`config.mk`:
```
export PLATFORM = sky130hd
export DESIGN_NAME = wait_cost_calc
export DESIGN_NICKNAME = d
export VERILOG_FILES = /design/src/rtl/wait_cost_pkg.sv /design/src/rtl/wait_ctrl_reg.sv /design/src/rtl/region_timing_lookup.sv /design/src/rtl/burst_cost_engine.sv /design/src/rtl/wait_cost_calc.sv
export SDC_FILE = /design/constraint.sdc
export NUM_CORES = 1
export LEC_CHECK = 0
export CAP_MARGIN = 10
export CORE_MARGIN = 2
export CORE_UTILIZATION = 51
export CTS_CLUSTER_SIZE = 28
export DETAILED_ROUTE_END_ITERATION = 12
export GPL_ROUTABILITY_DRIVEN = 0
export PLACE_DENSITY = 0.76
export SLEW_MARGIN = 10
export SYNTH_ARGS = -nofsm -noshare
export SYNTH_HDL_FRONTEND = slang
export SYNTH_SLANG_ARGS = --single-unit
```
`constraint.sdc`:
```
create_clock -name clk -period 4.4 [get_ports clk]
set_input_delay 0.88 -clock clk [delete_from_list [all_inputs] [get_ports clk]]
set_output_delay 0.88 -clock clk [all_outputs]
set_load 0.02 [all_outputs]
```
`src/rtl/wait_cost_pkg.sv`:
```
package wait_cost_pkg;

  localparam int CTRL_W = 16;
  localparam int CYC_W  = 4;

  typedef struct packed {
    logic [CYC_W-1:0] first;   // cost of a non-sequential access
    logic [CYC_W-1:0] seq;     // cost of a sequential access (ROM only)
    logic             wide_bus; // region bus carries a word per access
    logic             is_rom;  // region uses a ROM window's timing
  } region_timing_t;

  function automatic logic [CYC_W-1:0] first_code_cycles(input logic [1:0] code);
    case (code)
      2'd0:    return CYC_W'(5);
      2'd1:    return CYC_W'(4);
      2'd2:    return CYC_W'(3);
      default: return CYC_W'(9);
    endcase
  endfunction

endpackage

```
`src/rtl/wait_ctrl_reg.sv`:
```
module wait_ctrl_reg
  import wait_cost_pkg::*;
(
  input  logic              clk,
  input  logic              rst_n,
  input  logic              wr_en,
  input  logic [CTRL_W-1:0] wr_data,
  output logic [CTRL_W-1:0] ctrl_q
);

  logic [CTRL_W-1:0] ctrl_d;

  always_comb begin
    ctrl_d = ctrl_q;
    if (wr_en) ctrl_d = wr_data;
  end

  always_ff @(posedge clk or negedge rst_n) begin
    if (!rst_n) ctrl_q <= '0;
    else        ctrl_q <= ctrl_d;
  end

endmodule

```
`src/rtl/region_timing_lookup.sv`:
```
module region_timing_lookup
  import wait_cost_pkg::*;
(
  input  logic [7:0]        region,
  input  logic [CTRL_W-1:0] ctrl,
  output region_timing_t    timing
);

  localparam int NUM_WIN = 3;

  logic [CYC_W-1:0] win_first [0:3];
  logic [CYC_W-1:0] win_seq   [0:3];
  logic             unused_ctrl_hi;

  assign unused_ctrl_hi = ^ctrl[CTRL_W-1:11];

  for (genvar w = 0; w < NUM_WIN; w++) begin : g_win
    localparam int FIRST_LSB = 2 + 3*w;
    localparam int SEQ_BIT   = 4 + 3*w;
    localparam int SLOW_SEQ  = (w == 0) ? 3 : ((w == 1) ? 5 : 9);
    assign win_first[w] = first_code_cycles(ctrl[FIRST_LSB +: 2]);
    assign win_seq[w]   = ctrl[SEQ_BIT] ? CYC_W'(2) : CYC_W'(SLOW_SEQ);
  end
  assign win_first[3] = '0;
  assign win_seq[3]   = '0;

  always_comb begin
    timing.first    = CYC_W'(1);
    timing.seq      = '0;
    timing.wide_bus = 1'b0;
    timing.is_rom   = 1'b0;
    case (region)
      8'h00: timing.wide_bus = 1'b1;
      8'h01: timing.first = '0;
      8'h02: timing.first = CYC_W'(3);
      8'h03, 8'h04, 8'h07: timing.wide_bus = 1'b1;
      8'h05, 8'h06: ;
      8'h08, 8'h09, 8'h0A, 8'h0B, 8'h0C, 8'h0D: begin
        timing.is_rom = 1'b1;
        timing.first  = win_first[region[2:1]];
        timing.seq    = win_seq[region[2:1]];
      end
      8'h0E: timing.first = first_code_cycles(ctrl[1:0]);
      default: ;
    endcase
  end

endmodule

```
`src/rtl/burst_cost_engine.sv`:
```
module burst_cost_engine
  import wait_cost_pkg::*;
#(
  parameter int COUNT_W = 4,
  parameter int COST_W  = 8
) (
  input  region_timing_t      timing,
  input  logic                wide,
  input  logic                seq,
  input  logic [COUNT_W-1:0]  count,
  output logic [COST_W-1:0]   cost
);

  localparam int BEAT_W = COUNT_W + 1;
  localparam int FULL_W = COUNT_W + COST_W + CYC_W + 2;
  localparam logic [FULL_W-1:0] COST_MAX = FULL_W'((64'd1 << COST_W) - 1);

  logic [FULL_W-1:0] n_ext, beats, first_ext, seq_ext, full;

  always_comb begin
    n_ext     = FULL_W'(count);
    beats     = wide ? FULL_W'({count, 1'b0}) : FULL_W'({1'b0, count});
    first_ext = FULL_W'(timing.first);
    seq_ext   = FULL_W'(timing.seq);
    if (count == '0)              full = '0;
    else if (timing.wide_bus)     full = first_ext * n_ext;
    else if (timing.is_rom && seq) full = seq_ext * beats;
    else if (timing.is_rom)       full = first_ext + seq_ext * (beats - FULL_W'(1));
    else                          full = first_ext * beats;
    cost = (full > COST_MAX) ? COST_MAX[COST_W-1:0] : full[COST_W-1:0];
  end

  initial begin
    if (BEAT_W > FULL_W) $error("burst_cost_engine: width setup");
  end

endmodule

```
`src/rtl/wait_cost_calc.sv`:
```
module wait_cost_calc
  import wait_cost_pkg::*;
#(
  parameter int COUNT_W = 4,
  parameter int COST_W  = 8
) (
  input  logic               clk,
  input  logic               rst_n,
  input  logic               cfg_wr,
  input  logic [15:0]        cfg_data,
  input  logic               req_valid,
  input  logic [31:0]        req_addr,
  input  logic               req_wide,
  input  logic               req_seq,
  input  logic [COUNT_W-1:0] req_count,
  output logic               cost_valid,
  output logic [COST_W-1:0]  cost_cycles
);

  logic [CTRL_W-1:0]  ctrl_word;
  region_timing_t     timing;
  logic [COST_W-1:0]  cost_comb;
  logic               valid_d;
  logic [COST_W-1:0]  cycles_d;
  logic               unused_addr_lo;

  assign unused_addr_lo = ^req_addr[23:0];

  wait_ctrl_reg i_ctrl (
    .clk     (clk),
    .rst_n   (rst_n),
    .wr_en   (cfg_wr),
    .wr_data (cfg_data),
    .ctrl_q  (ctrl_word)
  );

  region_timing_lookup i_lookup (
    .region (req_addr[31:24]),
    .ctrl   (ctrl_word),
    .timing (timing)
  );

  burst_cost_engine #(
    .COUNT_W (COUNT_W),
    .COST_W  (COST_W)
  ) i_engine (
    .timing (timing),
    .wide   (req_wide),
    .seq    (req_seq),
    .count  (req_count),
    .cost   (cost_comb)
  );

  always_comb begin
    valid_d  = req_valid;
    cycles_d = cost_cycles;
    if (req_valid) cycles_d = cost_comb;
  end

  always_ff @(posedge clk or negedge rst_n) begin
    if (!rst_n) begin
      cost_valid  <= 1'b0;
      cost_cycles <= '0;
    end else begin
      cost_valid  <= valid_d;
      cost_cycles <= cycles_d;
    end
  end

endmodule

```
======== Word level (Yosys, flattened, before mapping) ========
Index checks and enable logic that the tools add are counted.
cells by class
  magnitude comparators ................... 2
  add/subtract/negate cells ............... 2
  multiply operators ...................... 4
  mux-type cells .......................... 23
  equality and inequality tests ........... 20
  reduce and logical (&&, ||, !) cells .... 9
  bitwise logic cells ..................... 1
operator list
  operator               number
  $mux 18                4
  $eq 8x4->1 const B     7
  $mul 4x18->18          3
  $pmux 4 s3             4
  $mux 4                 6
  $add 4x18->18          1
  $gt 18x8->1 const B    1
  $sub 18x1->18 const B  1
  $bmux 4 s2             2
  $eq 8x2->1 const B     2
  $eq 8x3->1 const B     2
  $pmux 4 s4             1
  $eq 2x1->1 const B     4
  $eq 2x2->1 const B     4
  $eq 8x1->1 const B     1
  $logic_not 2->1        4
  $logic_not 8->1        1
  $mul 4x4->8            1
  $mux 8                 1
  $reduce_or 6->1        1
  $mux 5                 1
  $logic_not 4->1        1
  $reduce_or 4->1        1
  $ge 3x3->1 const B     1
  4 further kinds        6
storage, ports and cells
  output and inout bits ................... 9
  register bits ........................... 20

======== Depth between registers and ports, before layout ========
Gate-level depths: netlist of the first run.
  depth after elaboration ................. 13
  mapped depth ............................ 23

======== Modules after synthesis ========
From an unflattened synthesis of the first run, not the netlist that was laid out.
unflattened totals
  cells, all modules ...................... 544
  area, all modules ....................... 4750.8 µm²
modules (own cells, without submodules)
  module                seq. area each (µm²)  area an instance (µm²)  cells an instance  instances
  burst_cost_engine     0.0                   3413.3                  444                1
  wait_ctrl_reg         400.4                 649.4                   34                 1
  wait_cost_calc        225.2                 356.6                   18                 1
  region_timing_lookup  0.0                   331.6                   48                 1

======== Least setup slack after synthesis of the first run ========
Ideal clock, no wire load.
  path kind ............................... input -> register
  start ................................... input port req_wide
  end ..................................... register cost_cycles[0]
  data required time ...................... 4.271 ns
  stages .................................. 18
  arrival ................................. 5.680 ns
  buffers on the path ..................... 1
  path slack .............................. -1.409 ns
  cell sequence ........................... clkbuf_1 -> mux2_2 -> inv_1 -> ha_1 -> xnor2_1 -> or2_2 -> fa_1 -> fa_1 -> inv_1 -> fa_1 -> ha_1 -> a211o_1 -> a221oi_2 -> o21bai_1 -> and3_1 -> a2111oi_1 -> a41o_2 -> a31oi_1
between the ends
  longest elaborated chain between the ends .. 10
  elaborated cells between the ends (all ways) .. 12
  those cells by class .................... 2 x add/sub; 3 x mul; 1 x order compare; 6 x mux
ends and longest elaborated chain
  what                  line                     text
  from (decl)           wait_cost_calc.sv:13     input logic req_wide,
  $mux 5 (*)            burst_cost_engine.sv:22  beats = wide ? FULL_W'({count, 1'b0}) : FULL_W'({1'b0, count});
  $sub 18x1->18         burst_cost_engine.sv:28  else if (timing.is_rom) full = first_ext + seq_ext * (beats - FULL_W'(1));
  $mul 4x18->18         burst_cost_engine.sv:28
  $add 4x18->18         burst_cost_engine.sv:28
  $mux 18               burst_cost_engine.sv:28
  $mux 18 (*)           burst_cost_engine.sv:27  else if (timing.is_rom && seq) full = seq_ext * beats;
  $mux 18 (*)           burst_cost_engine.sv:26  else if (timing.wide_bus) full = first_ext * n_ext;
  $mux 18 (*)           burst_cost_engine.sv:25  if (count == '0) full = '0;
  $gt 18x8->1           burst_cost_engine.sv:30  cost = (full > COST_MAX) ? COST_MAX[COST_W-1:0] : full[COST_W-1:0];
  $mux 8 (*)            burst_cost_engine.sv:30
  to (signal assigned)  wait_cost_calc.sv:66     cost_cycles <= cycles_d;
  to (decl)             wait_cost_calc.sv:17     output logic [COST_W-1:0] cost_cycles
Mark *: on every way between the ends. The rest lies on a longest branch, timed or not.
A chain may end at the register's enable or synchronous reset.

======== Final worst setup path of the first run ========
  start ................................... input port req_wide
  end ..................................... register cost_cycles[1]
The elaborated chain is that of the path after synthesis.

==> metrics.txt, run 1 <==
run status=finished with violations; failing checks=negative setup slack; Detailed Routing Iterations Pass 1=5; Setup WS pre-CTS=-1.51 ns; post-synth design cell area=roughly 4600 sq um; final hold vios=0; clk sinks=20; DR DRC count=0; DP HPWL=~12000 um; all-layer global routing usage=0.292; layout cells sized above 1=0.286; Reg clk slew, reported paths=roughly 0.060 ns; die height=between 90 and 100 um; power density over the cells=slightly above 90 nW/um^2; syn avg cell area=7.90 sq um; Crit. Startpoint=req_wide; first-pass GRT wire length=around 23000 um; fillers=around 640; LEAKAGE=between 3 and 4 nW; initial DRC count=~430; Final Cycle Share=1.19; # Max-Cap Violations=0; post-synthesis net count=roughly 750; via count=4910; initial antenna violation count=0; number of synthesized flops with an enable pin=0; fin worst setup slack=-0.839 ns; CTS buffer count=3; # port buffers=37; Critical Path End Type=flip-flop; Synth Instances=approximately 580; FFs w/ async S/R, synth=1.00; predominant post-synthesis flop cell=dfrtp_1; RR Startpoint=i_ctrl.ctrl_q[10]$_DFFE_PN0P_; worst vdd ir=0.209 mV; final wirelength=approximately 14000 um; unrepaired setup endpoints after global routing=yes; via-per-instance ratio=5.81; Die Width=99.0 um; Clock Root Buffer=clkbuf_8; CTS tree=built; Syn. warnings=0; maximum buffer depth of the clock tree=2; Netlist cell types=58; synthesis-stage register bit count=20; nets@finish=~900; worst endpoint data arrival time=around 5.4 ns; Initial Util=0.527; crit path launch type=input pin; hold wc startpoint=i_ctrl.ctrl_q[10]$_DFFE_PN0P_; floorplan core area=slightly below 9000 sq um; row count=34; setup TNS=-6.56 ns; max_slew headroom=0.431; diode count=0; Final Util=0.739; register area share after synthesis=0.109; area of the die=approximately 10000 sq um; WL per Instance=16.7 um; worst hold path class=reg2reg; FMAX=about 190 MHz; CP Class=in2reg; clock latency on the worst-skew pair=roughly 0.25 ns; clk_skew=about 0.0027 ns; final slew viol count=0; Layout area overhead=40.0%; Final Critical Period=around 5.2 ns; final setup violation count=8; worst-margin pin slew=roughly 0.85 ns; H-Tree Depth=1; Overflow after GRT=0; CP max FO=8; via count of the first global-routing pass=around 5k; antenna viol nets, final=0; largest net degree at the start of global routing=21; Req. time, crit path=4.57 ns; io pins=67
[cells in the final DEF, fill, tap and decap left out, types with 4 or more instances in the layout]
cell / synthesis / routed
a211oi_1: 12 / 9
ha_1: 69 / 58
fa_1: 38 / 36
dfrtp_1: 20 / 20
xor2_1: 6 / 6
nor2b_1: 6 / 5
nor2_1: 64 / 61
o21ai_0: 28 / 27
o21bai_1: 4 / 4
nor3_1: 11 / 10
inv_1: 67 / 63
buf_4: 0 / 133
and2_1: 17 / 15
o21a_1: 4 / 4
ha_4: 0 / 10
a21o_1: 11 / 11
buf_6: 0 / 5
clkdlybuf4s50_1: 0 / 26
nand3_1: 8 / 8
a21oi_1: 39 / 36
nand2_1: 63 / 60
or2_2: 5 / 4
dlygate4sd2_1: 0 / 4
mux2_2: 10 / 8
o211ai_1: 6 / 6
xnor2_1: 11 / 10
[kinds of logic (layout without fill, tap and decap cells)]
| group | count (synthesis) | count (layout) | share of synthesized area |
|---|---|---|---|
| simple gates | 199 | 199 | 0.206 |
| compound gates | 139 | 139 | 0.198 |
| fa+ha+maj | 107 | 107 | 0.353 |
| buf+inv | 87 | 242 | 0.0710 |
| flops | 20 | 20 | 0.109 |
| xor+xnor | 17 | 17 | 0.0324 |
| mux | 13 | 13 | 0.0310 |
[what timing repair did]
action / in CTS / in global routing
setup buffers: 6 / 3
gates cloned: 0 / 0
gates resized for setup: 41 / 37
pin swaps: 19 / 20
hold buffers: 0 / 0
endpoints found under the setup margin: 8 / 8
[sequential cells by signal, summed over array words and instances (netlist names)]
register,cells
cost_cycles,8
i_ctrl.ctrl_q,11
cost_valid,1
[metrics by stage]
step / instance area, sq um / hold slack [ns] / cells / total power, mW
floorplan: 4790 / 0.472 / 582 / 0.347
global placement: 6120 / 0.487 / 833 / 0.460
detailed placement: 6120 / 0.495 / 833 / 0.469
CTS: 6220 / 0.510 / 842 / 0.587
global route: 6440 / 0.537 / 845 / 0.630
finish: 6440 / 0.510 / 845 / 0.595
[final cells by class]
cell class,count,area (sq um),area share
multi-input cells,475,4120,0.640
repair buffers,172,1390,0.215
flip-flops and latches,20,500,0.0777
clock buffers,3,41.3,0.00641
well taps,108,135,0.0210
inverters,67,256,0.0398
[worst max-delay path, stage by stage]
cell and delay, ns:
buf_4 0.14, nor2b_1 0.27, inv_4 0.07, ha_4 0.19
xnor2_4 0.14, or2_4 0.25, fa_1 0.45, fa_1 0.50
inv_2 0.04, fa_2 0.55, ha_4 0.21, a211o_1 0.33
a221oi_2 0.27, o21bai_1 0.13, buf_4 0.18, a211oi_4 0.27
a2111oi_4 0.08, a41o_4 0.29, a21oi_1 0.17
[cell usage after synthesis, drive strengths merged (9+ instances only)]
| master | number | area [sq um] |
|---|---|---|
| ha | 69 | 863 |
| inv | 67 | 251 |
| nor2 | 64 | 240 |
| nand2 | 63 | 236 |
| a21oi | 39 | 195 |
| fa | 38 | 761 |
| o21ai | 28 | 140 |
| dfrtp | 20 | 500 |
| clkbuf | 19 | 71.3 |
| and2 | 18 | 113 |
| a211oi | 12 | 90.1 |
| a21o | 11 | 82.6 |
| nor3 | 11 | 55.1 |
| xnor2 | 11 | 96.3 |
| mux2 | 10 | 113 |
| nand3 | 9 | 57.6 |
[worst paths after layout]
kind,to,slack (ns),cells past startpoint
min in group asynchronous,cost_valid$_DFF_PN0_,1.11,1
hold reg to reg,i_ctrl.ctrl_q[10]$_DFFE_PN0P_,0.51,1
hold / removal,i_ctrl.ctrl_q[10]$_DFFE_PN0P_,0.51,1
max in group asynchronous,i_ctrl.ctrl_q[9]$_DFFE_PN0P_,2.76,1
setup / recovery,cost_cycles[1]$_DFFE_PN0P_,-0.84,19
setup reg to reg,cost_cycles[1]$_DFFE_PN0P_,-0.33,17
[report_power, final]
part	internal, mW	leakage, nW	switching (mW)	total (mW)
Clock	0.0608	0.0216	0.0515	0.112
Combinational	0.133	3.06	0.135	0.268
Sequential	0.202	0.237	0.0125	0.215
[layer usage]
layer  vias to the layer above  global-route usage  wire, um
met5                         -                   0         0
met4                         0              0.0927       318
met3                        31              0.0220       944
met2                       203               0.491      6870
met1                      2356               0.401      5960
li1                       2320                   -         -
Note: power is estimated with default switching activity, not from simulation.
==> run 2: changes to the inputs <==
--- a/config.mk
+++ b/config.mk
@@ -7,12 +7,15 @@
 export LEC_CHECK = 0
 export CAP_MARGIN = 10
 export CORE_MARGIN = 2
-export CORE_UTILIZATION = 51
+export CORE_UTILIZATION = 52
+export CTS_BUF_LIST = sky130_fd_sc_hd__clkbuf_4
 export CTS_CLUSTER_SIZE = 28
 export DETAILED_ROUTE_END_ITERATION = 12
 export GPL_ROUTABILITY_DRIVEN = 0
-export PLACE_DENSITY = 0.76
+export PLACE_DENSITY = 0.77
+export REMOVE_ABC_BUFFERS = 1
 export SLEW_MARGIN = 10
 export SYNTH_ARGS = -nofsm -noshare
 export SYNTH_HDL_FRONTEND = slang
 export SYNTH_SLANG_ARGS = --single-unit
+export TNS_END_PERCENT = 30
==> run 2 against run 1 <==
Effect of this change:
- the run still ends with negative setup slack left
- total power grew 11%
- critical path type unchanged
- hold slack gained 0.030 ns
- sequential power is essentially flat
- sequential share of layout area shrank 0.24 points
- via count grew 8.0%
- flip-flop and latch count is the same
- non-clock buffer count grew 11
- highest routed layer unchanged
- largest power group unchanged
- first-iteration DRC count grew 20%
- combinational power grew 9.0%
- critical path depth is the same
- maximum frequency shrank 1.1%
- die area shrank 1.9%
- critical endpoint is now cost_cycles[0]$_DFFE_PN0P_
==> metrics.txt, run 2 (same netlist as run 1, synthesis figures left out) <==
run status=finished with violations; failing checks=negative setup slack; all-layer global routing usage=0.320 (+0.0282); floorplan core area=8640 sq um (-0.98%); max_slew headroom=0.407 (-0.0235); largest net degree at the start of global routing=21 (unchanged); # port buffers=37 (unchanged); commonest non-fill, non-tap cell in the layout=buf_4; Hold Path Depth=1 (unchanged); FF-to-FF End=cost_cycles[0]$_DFFE_PN0P_; worst vdd ir=0.156 mV (-25%); CTS tree=built; RR Startpoint=i_ctrl.ctrl_q[10]$_DFFE_PN0P_; Top Registers=i_ctrl.ctrl_q: 11 flops, cost_cycles: 8 flops, cost_valid: 1 flops; power density over the cells=99.6 nW/um^2 (+7.8%); Top delay family on crit path=adder cells; clk_skew=0.00316 ns (+0.000488 ns); Crit. Startpoint=req_addr[26]; final slew viol count=0 (unchanged); via-per-instance ratio=6.19 (+6.5%); Final Cycle Share=1.20 (+0.0130); FMAX=189 MHz (-1.1%); Storage cell area=500 sq um (unchanged); Detailed Routing Iterations Pass 1=5 (unchanged); CP max FO=8 (unchanged); fillers=547 (-14%); Initial Util=0.533 (+0.00520); Cell Chain, Critical Path=dlygate4sd2_1 -> buf_4 -> inv_1 -> and3_1 -> and2_4 -> nand2b_4 -> fa_1 -> fa_1 -> inv_1 -> fa_1 -> ha_4 -> buf_6 -> o211ai_1 -> o211ai_1 -> and4_1 -> or4_4 -> a21oi_2 -> a41o_4 -> a31oi_1; Req. time, crit path=4.60 ns (+0.03 ns); DP HPWL=11800 um (+0.29%); crit path launch type=input pin; Hold Buf Count CTS=0 (unchanged); layout cells sized above 1=0.326 (+0.0395); Die Width=98.0 um (-0.93%); final std cells w/o fill=857 (+1.4%); fin worst setup slack=-0.896 ns (-0.0570 ns); first-pass GRT wire length=25400 um (+8.1%); CP max stage delay=0.53 ns (-0.02 ns); final wirelength=16300 um (+16%); initial antenna violation count=0 (unchanged); flop2flop setup slack=-0.38 ns (-0.05 ns); most frequent cells in the layout=buf_4, nor2_1, inv_1, nand2_1, ha_1; nets@finish=915 (+1.2%); Post-DP Area=6010 sq um (-1.8%); # Max-Cap Violations=0 (unchanged); diode count=0 (unchanged); Levels on crit path=19 (unchanged); clock latency on the worst-skew pair=0.31 ns (+0.06 ns); CTS buffer count=3 (unchanged); die height=98.0 um (-0.93%); WL per Instance=19.0 um (+14%); row count=34 (unchanged); via count=5302 (+8.0%); clk sinks=20 (unchanged); worst-margin pin slew=0.887 ns (+0.0352 ns); Placed Cells=838 (+0.60%); crit path max-delay cell type=fa_1; Critical Path End Type=flip-flop; area of the die=9610 sq um (-1.9%); Worst path most repeated cell=fa_1; Final Cell Area=6650 sq um (+3.2%); Layout area overhead=44.5%; worst endpoint data arrival time=5.50 ns (+0.09 ns); Overflow after GRT=0 (unchanged); register bank with the most flops=i_ctrl.ctrl_q; unrepaired setup endpoints after global routing=yes; LEAKAGE=3.40 nW (+2.5%); CP Class=in2reg; final hold slack=0.540 ns (+0.0301 ns); final hold vios=0 (unchanged); maximum buffer depth of the clock tree=2 (unchanged); R2R cell count=18 (+1); antenna viol nets, final=0 (unchanged); initial DRC count=517 (+20%); Clock Root Buffer=clkbuf_4; H-Tree Depth=1 (unchanged); Final Critical Period=5.30 ns (+0.0570 ns); crit path to=cost_cycles[0]$_DFFE_PN0P_; post-route total power=662 uW (+11%); DR DRC count=0 (unchanged); final setup violation count=8 (unchanged); worst hold path class=reg2reg; number of buffer and inverter stages on the critical path=5 (+1); multi-input gate area in the final layout=4230 sq um (+2.5%); Reg clk slew, reported paths=0.12 ns (+0.06 ns); via count of the first global-routing pass=5502 (+8.8%); io pins=67 (unchanged); flip-flop count of the largest register after layout=11 (unchanged)
-- run 2: routing by layer --
metal,up-vias,wire length (um),GRT usage
met5,-,0,0
li1,2354,-,-
met3,92,1140,0.0379
met1,2547,6350,0.405
met4,0,836,0.120
met2,309,7950,0.561
-- run 2: layout make-up --
class | instances | share of cell area
clock buffers | 3 | 0.00339
clock inverters | 1 | 0.00452
inverters | 67 | 0.0388
multi-input cells | 475 | 0.636
flip-flops and latches | 20 | 0.0753
well taps | 108 | 0.0203
repair buffers | 183 | 0.222
-- run 2: report_power, final --
part | leakage [nW] | internal, mW | switching [mW] | total [mW]
registers | 0.237 | 0.202 | 0.0151 | 0.217
logic | 3.13 | 0.142 | 0.150 | 0.292
clock network | 0.0279 | 0.0922 | 0.0608 | 0.153
total | 3.40 | 0.436 | 0.226 | 0.662
-- run 2: worst min path at each step --
stage | from | to | slack (ns)
6_report | i_ctrl.ctrl_q[4]$_DFFE_PN0P_ | i_ctrl.ctrl_q[4]$_DFFE_PN0P_ | 0.54
5_1_grt | i_ctrl.ctrl_q[4]$_DFFE_PN0P_ | i_ctrl.ctrl_q[4]$_DFFE_PN0P_ | 0.56
4_1_cts | i_ctrl.ctrl_q[4]$_DFFE_PN0P_ | i_ctrl.ctrl_q[4]$_DFFE_PN0P_ | 0.54
3_5_place_dp | i_ctrl.ctrl_q[4]$_DFFE_PN0P_ | i_ctrl.ctrl_q[4]$_DFFE_PN0P_ | 0.51
3_3_place_gp | i_ctrl.ctrl_q[4]$_DFFE_PN0P_ | i_ctrl.ctrl_q[4]$_DFFE_PN0P_ | 0.50
2_1_floorplan | i_ctrl.ctrl_q[10]$_DFFE_PN0P_ | i_ctrl.ctrl_q[10]$_DFFE_PN0P_ | 0.47
-- run 2: through the flow --
step	worst slack, ns	setup TNS (ns)	util
6_report	-0.896	-6.95	0.770
5_1_grt	-1.05	-8.14	0.770
4_1_cts	-0.726	-5.68	0.738
3_5_place_dp	-1.77	-13.99	0.696
3_3_place_gp	-1.60	-12.68	0.696
2_1_floorplan	-1.32	-10.44	-
-- run 2: what timing repair did --
action | CTS | global route
resized for setup | 90 | 46
setup buffers | 9 | 6
endpoints found under the setup margin | 8 | 8
pin swaps | 29 | 26
==> run 3: changes to the inputs <==
--- a/config.mk
+++ b/config.mk
@@ -6,7 +6,7 @@
 export NUM_CORES = 1
 export LEC_CHECK = 0
 export CAP_MARGIN = 10
-export CORE_MARGIN = 2
+export CORE_MARGIN = 1
 export CORE_UTILIZATION = 52
 export CTS_BUF_LIST = sky130_fd_sc_hd__clkbuf_4
 export CTS_CLUSTER_SIZE = 28
@@ -14,7 +14,7 @@
 export GPL_ROUTABILITY_DRIVEN = 0
 export PLACE_DENSITY = 0.77
 export REMOVE_ABC_BUFFERS = 1
-export SLEW_MARGIN = 10
+export SLEW_MARGIN = 5
 export SYNTH_ARGS = -nofsm -noshare
 export SYNTH_HDL_FRONTEND = slang
 export SYNTH_SLANG_ARGS = --single-unit
==> run 3 against run 2 <==
Effect of this change:
- the run still ends with negative setup slack left
- total power shrank 11%
- clock power shrank 40%
- non-clock buffer count shrank 5
==> metrics.txt, run 3 (same netlist as run 1, synthesis figures left out) <==
DP HPWL=11900 um (+0.97%); crit path launch type=input pin; Cell Chain, Critical Path=buf_2 -> mux2_4 -> inv_4 -> ha_4 -> buf_4 -> and3_4 -> buf_4 -> nand3_2 -> fa_1 -> buf_4 -> fa_1 -> inv_1 -> ha_4 -> ha_4 -> o21ai_0 -> and3b_1 -> nor4_2 -> nand4_1 -> a2111oi_4 -> a41o_4 -> a31oi_1; DR DRC count=0 (unchanged); layout cells sized above 1=0.321 (-0.00453); unrepaired setup endpoints after global routing=yes; die height=96.0 um (-2.0%); LEAKAGE=3.33 nW (-2.0%); largest net degree at the start of global routing=21 (unchanged); area of the die=9220 sq um (-4.0%); diode count=0 (unchanged); via-per-instance ratio=6.20 (+0.16%); Reg clk slew, reported paths=0.12 ns (about the same); Initial Util=0.549 (+0.0161); # port buffers=37 (unchanged); initial antenna violation count=0 (unchanged); Final Util=0.783 (+0.0127); final hold vios=0 (unchanged); RR Startpoint=i_ctrl.ctrl_q[10]$_DFFE_PN0P_; flip-flop count of the largest register after layout=11 (unchanged); final setup violation count=8 (unchanged); Setup WS pre-CTS=-1.81 ns (-0.0472 ns); CP max FO=8 (unchanged); WL per Instance=19.8 um (+4.0%); global-route met2 utilization=0.626 (+0.0648); nets@finish=910 (-0.55%); final wirelength=16800 um (+3.0%); commonest non-fill, non-tap cell in the layout=buf_4; number of buffer and inverter stages on the critical path=6 (+1); flop2flop setup slack=-0.34 ns (+0.04 ns); floorplan core area=8380 sq um (-2.9%); GRT busiest layer=met2; crit path max-delay cell type=fa_1; worst-margin pin slew=0.893 ns (+0.00597 ns); Clock Root Buffer=clkbuf_4; run status=finished with violations; most frequent cells in the layout=buf_4, inv_1, nor2_1, nand2_1, ha_1; FF-to-FF End=cost_cycles[0]$_DFFE_PN0P_; M1 GR Usage=0.377 (-0.0278); Die Width=96.0 um (-2.0%); Final Cell Area=6560 sq um (-1.3%); Top Registers=i_ctrl.ctrl_q: 11 flops, cost_cycles: 8 flops, cost_valid: 1 flops; clock latency on the worst-skew pair=0.30 ns (about the same); via count=5261 (-0.77%); all-layer global routing usage=0.349 (+0.0290); Hold Buf Count CTS=0 (unchanged); WHS Endpoint=i_ctrl.ctrl_q[4]$_DFFE_PN0P_; H-Tree Depth=1 (unchanged); Req. time, crit path=4.59 ns (about the same); max_slew headroom=0.403 (-0.00399); power density over the cells=89.5 nW/um^2 (-10%); CP Class=in2reg; worst endpoint data arrival time=5.49 ns (about the same); final hold slack=0.516 ns (-0.0246 ns); # Max-Cap Violations=0 (unchanged); io pins=67 (unchanged); R2R cell count=19 (+1); Final Critical Period=5.30 ns (+0.00826 ns); Post-DP Area=5960 sq um (-0.81%); Placed Cells=829 (-1.1%); Top delay family on crit path=adder cells; hold wc startpoint=i_ctrl.ctrl_q[4]$_DFFE_PN0P_; Critical Path End Type=flip-flop; fin worst setup slack=-0.905 ns (-0.00826 ns); CP max stage delay=0.54 ns (about the same); met3 usage=0.0671 (+0.0292); maximum buffer depth of the clock tree=2 (unchanged); initial DRC count=307 (-41%); Overflow after GRT=0 (unchanged); CTS buffer count=3 (unchanged); clk sinks=20 (unchanged); CTS tree=built; worst hold path class=reg2reg; final std cells w/o fill=849 (-0.93%); antenna viol nets, final=0 (unchanged); Layout area overhead=42.6%; clk_skew=0.00380 ns (+0.000645 ns); failing checks=negative setup slack; Final Cycle Share=1.21 (+0.00188); register bank with the most flops=i_ctrl.ctrl_q; first-pass GRT wire length=24700 um (-2.9%); Hold Path Depth=1 (unchanged); via count of the first global-routing pass=5314 (-3.4%); row count=33 (-2.9%); worst vdd ir=0.196 mV (+26%); FMAX=189 MHz (-0.16%); final slew viol count=0 (unchanged); Detailed Routing Iterations Pass 1=7 (+2); Crit. Startpoint=req_count[0]
-- run 3: worst max path at each step --
stage	to	slack, ns	cells past startpoint
global route	cost_cycles[0]$_DFFE_PN0P_	-0.99	21
CTS	cost_cycles[0]$_DFFE_PN0P_	-0.72	18
detailed placement	cost_cycles[0]$_DFFE_PN0P_	-1.81	19
global placement	cost_cycles[0]$_DFFE_PN0P_	-1.58	18
floorplan	cost_cycles[0]$_DFFE_PN0P_	-1.32	16
finish	cost_cycles[0]$_DFFE_PN0P_	-0.90	21
-- run 3: report_power, final --
part | internal (mW) | leakage [nW] | total (mW) | switching [mW]
logic | 0.135 | 3.08 | 0.279 | 0.144
registers | 0.202 | 0.237 | 0.217 | 0.0149
clock network | 0.0331 | 0.0154 | 0.0915 | 0.0584
total | 0.370 | 3.33 | 0.587 | 0.217
-- run 3: repair_timing --
item	4_1_cts	5_1_grt
endpoints found under the setup margin	8	8
gates resized for setup	96	31
pin swaps	33	22
setup buffers	14	2
-- run 3: worst register-to-register path, cell delays in order (launching register included) --
cell and delay [ns]:
dfrtp_1 0.41, nand2b_1 0.17, buf_4 0.15, nor3_2 0.11, buf_4 0.17, buf_4 0.15
nand2_2 0.08, fa_1 0.49, buf_4 0.18, fa_1 0.53, inv_1 0.07, ha_4 0.25
ha_4 0.28, o21ai_0 0.12, and3b_1 0.23, nor4_2 0.24, nand4_1 0.20, a2111oi_4 0.35
a41o_4 0.36, a31oi_1 0.10
-- run 3: final cells by class --
class / count / area, sq um
Timing Repair Buffer: 178 / 1440
Sequential cell: 20 / 500
Multi-Input combinational cell: 475 / 4210
Fill cell: 524 / 1820
Clock buffer: 3 / 22.5
Inverter: 67 / 254
Tap cell: 105 / 131
Clock inverter: 1 / 3.75
-- run 3: layer usage --
metal,up-vias,wire (um)
li1,2340,-
met1,2460,6090
met2,331,8250
met3,130,1240
met4,0,1210
met5,-,0
-- run 3: stage by stage --
| step | power [mW] | setup TNS [ns] |
|---|---|---|
| after floorplan | 0.318 | -10.44 |
| after global placement | 0.449 | -12.54 |
| after detailed placement | 0.456 | -14.45 |
| after CTS | 0.570 | -5.61 |
| after global routing | 0.613 | -7.65 |
| final | 0.587 | -7.03 |
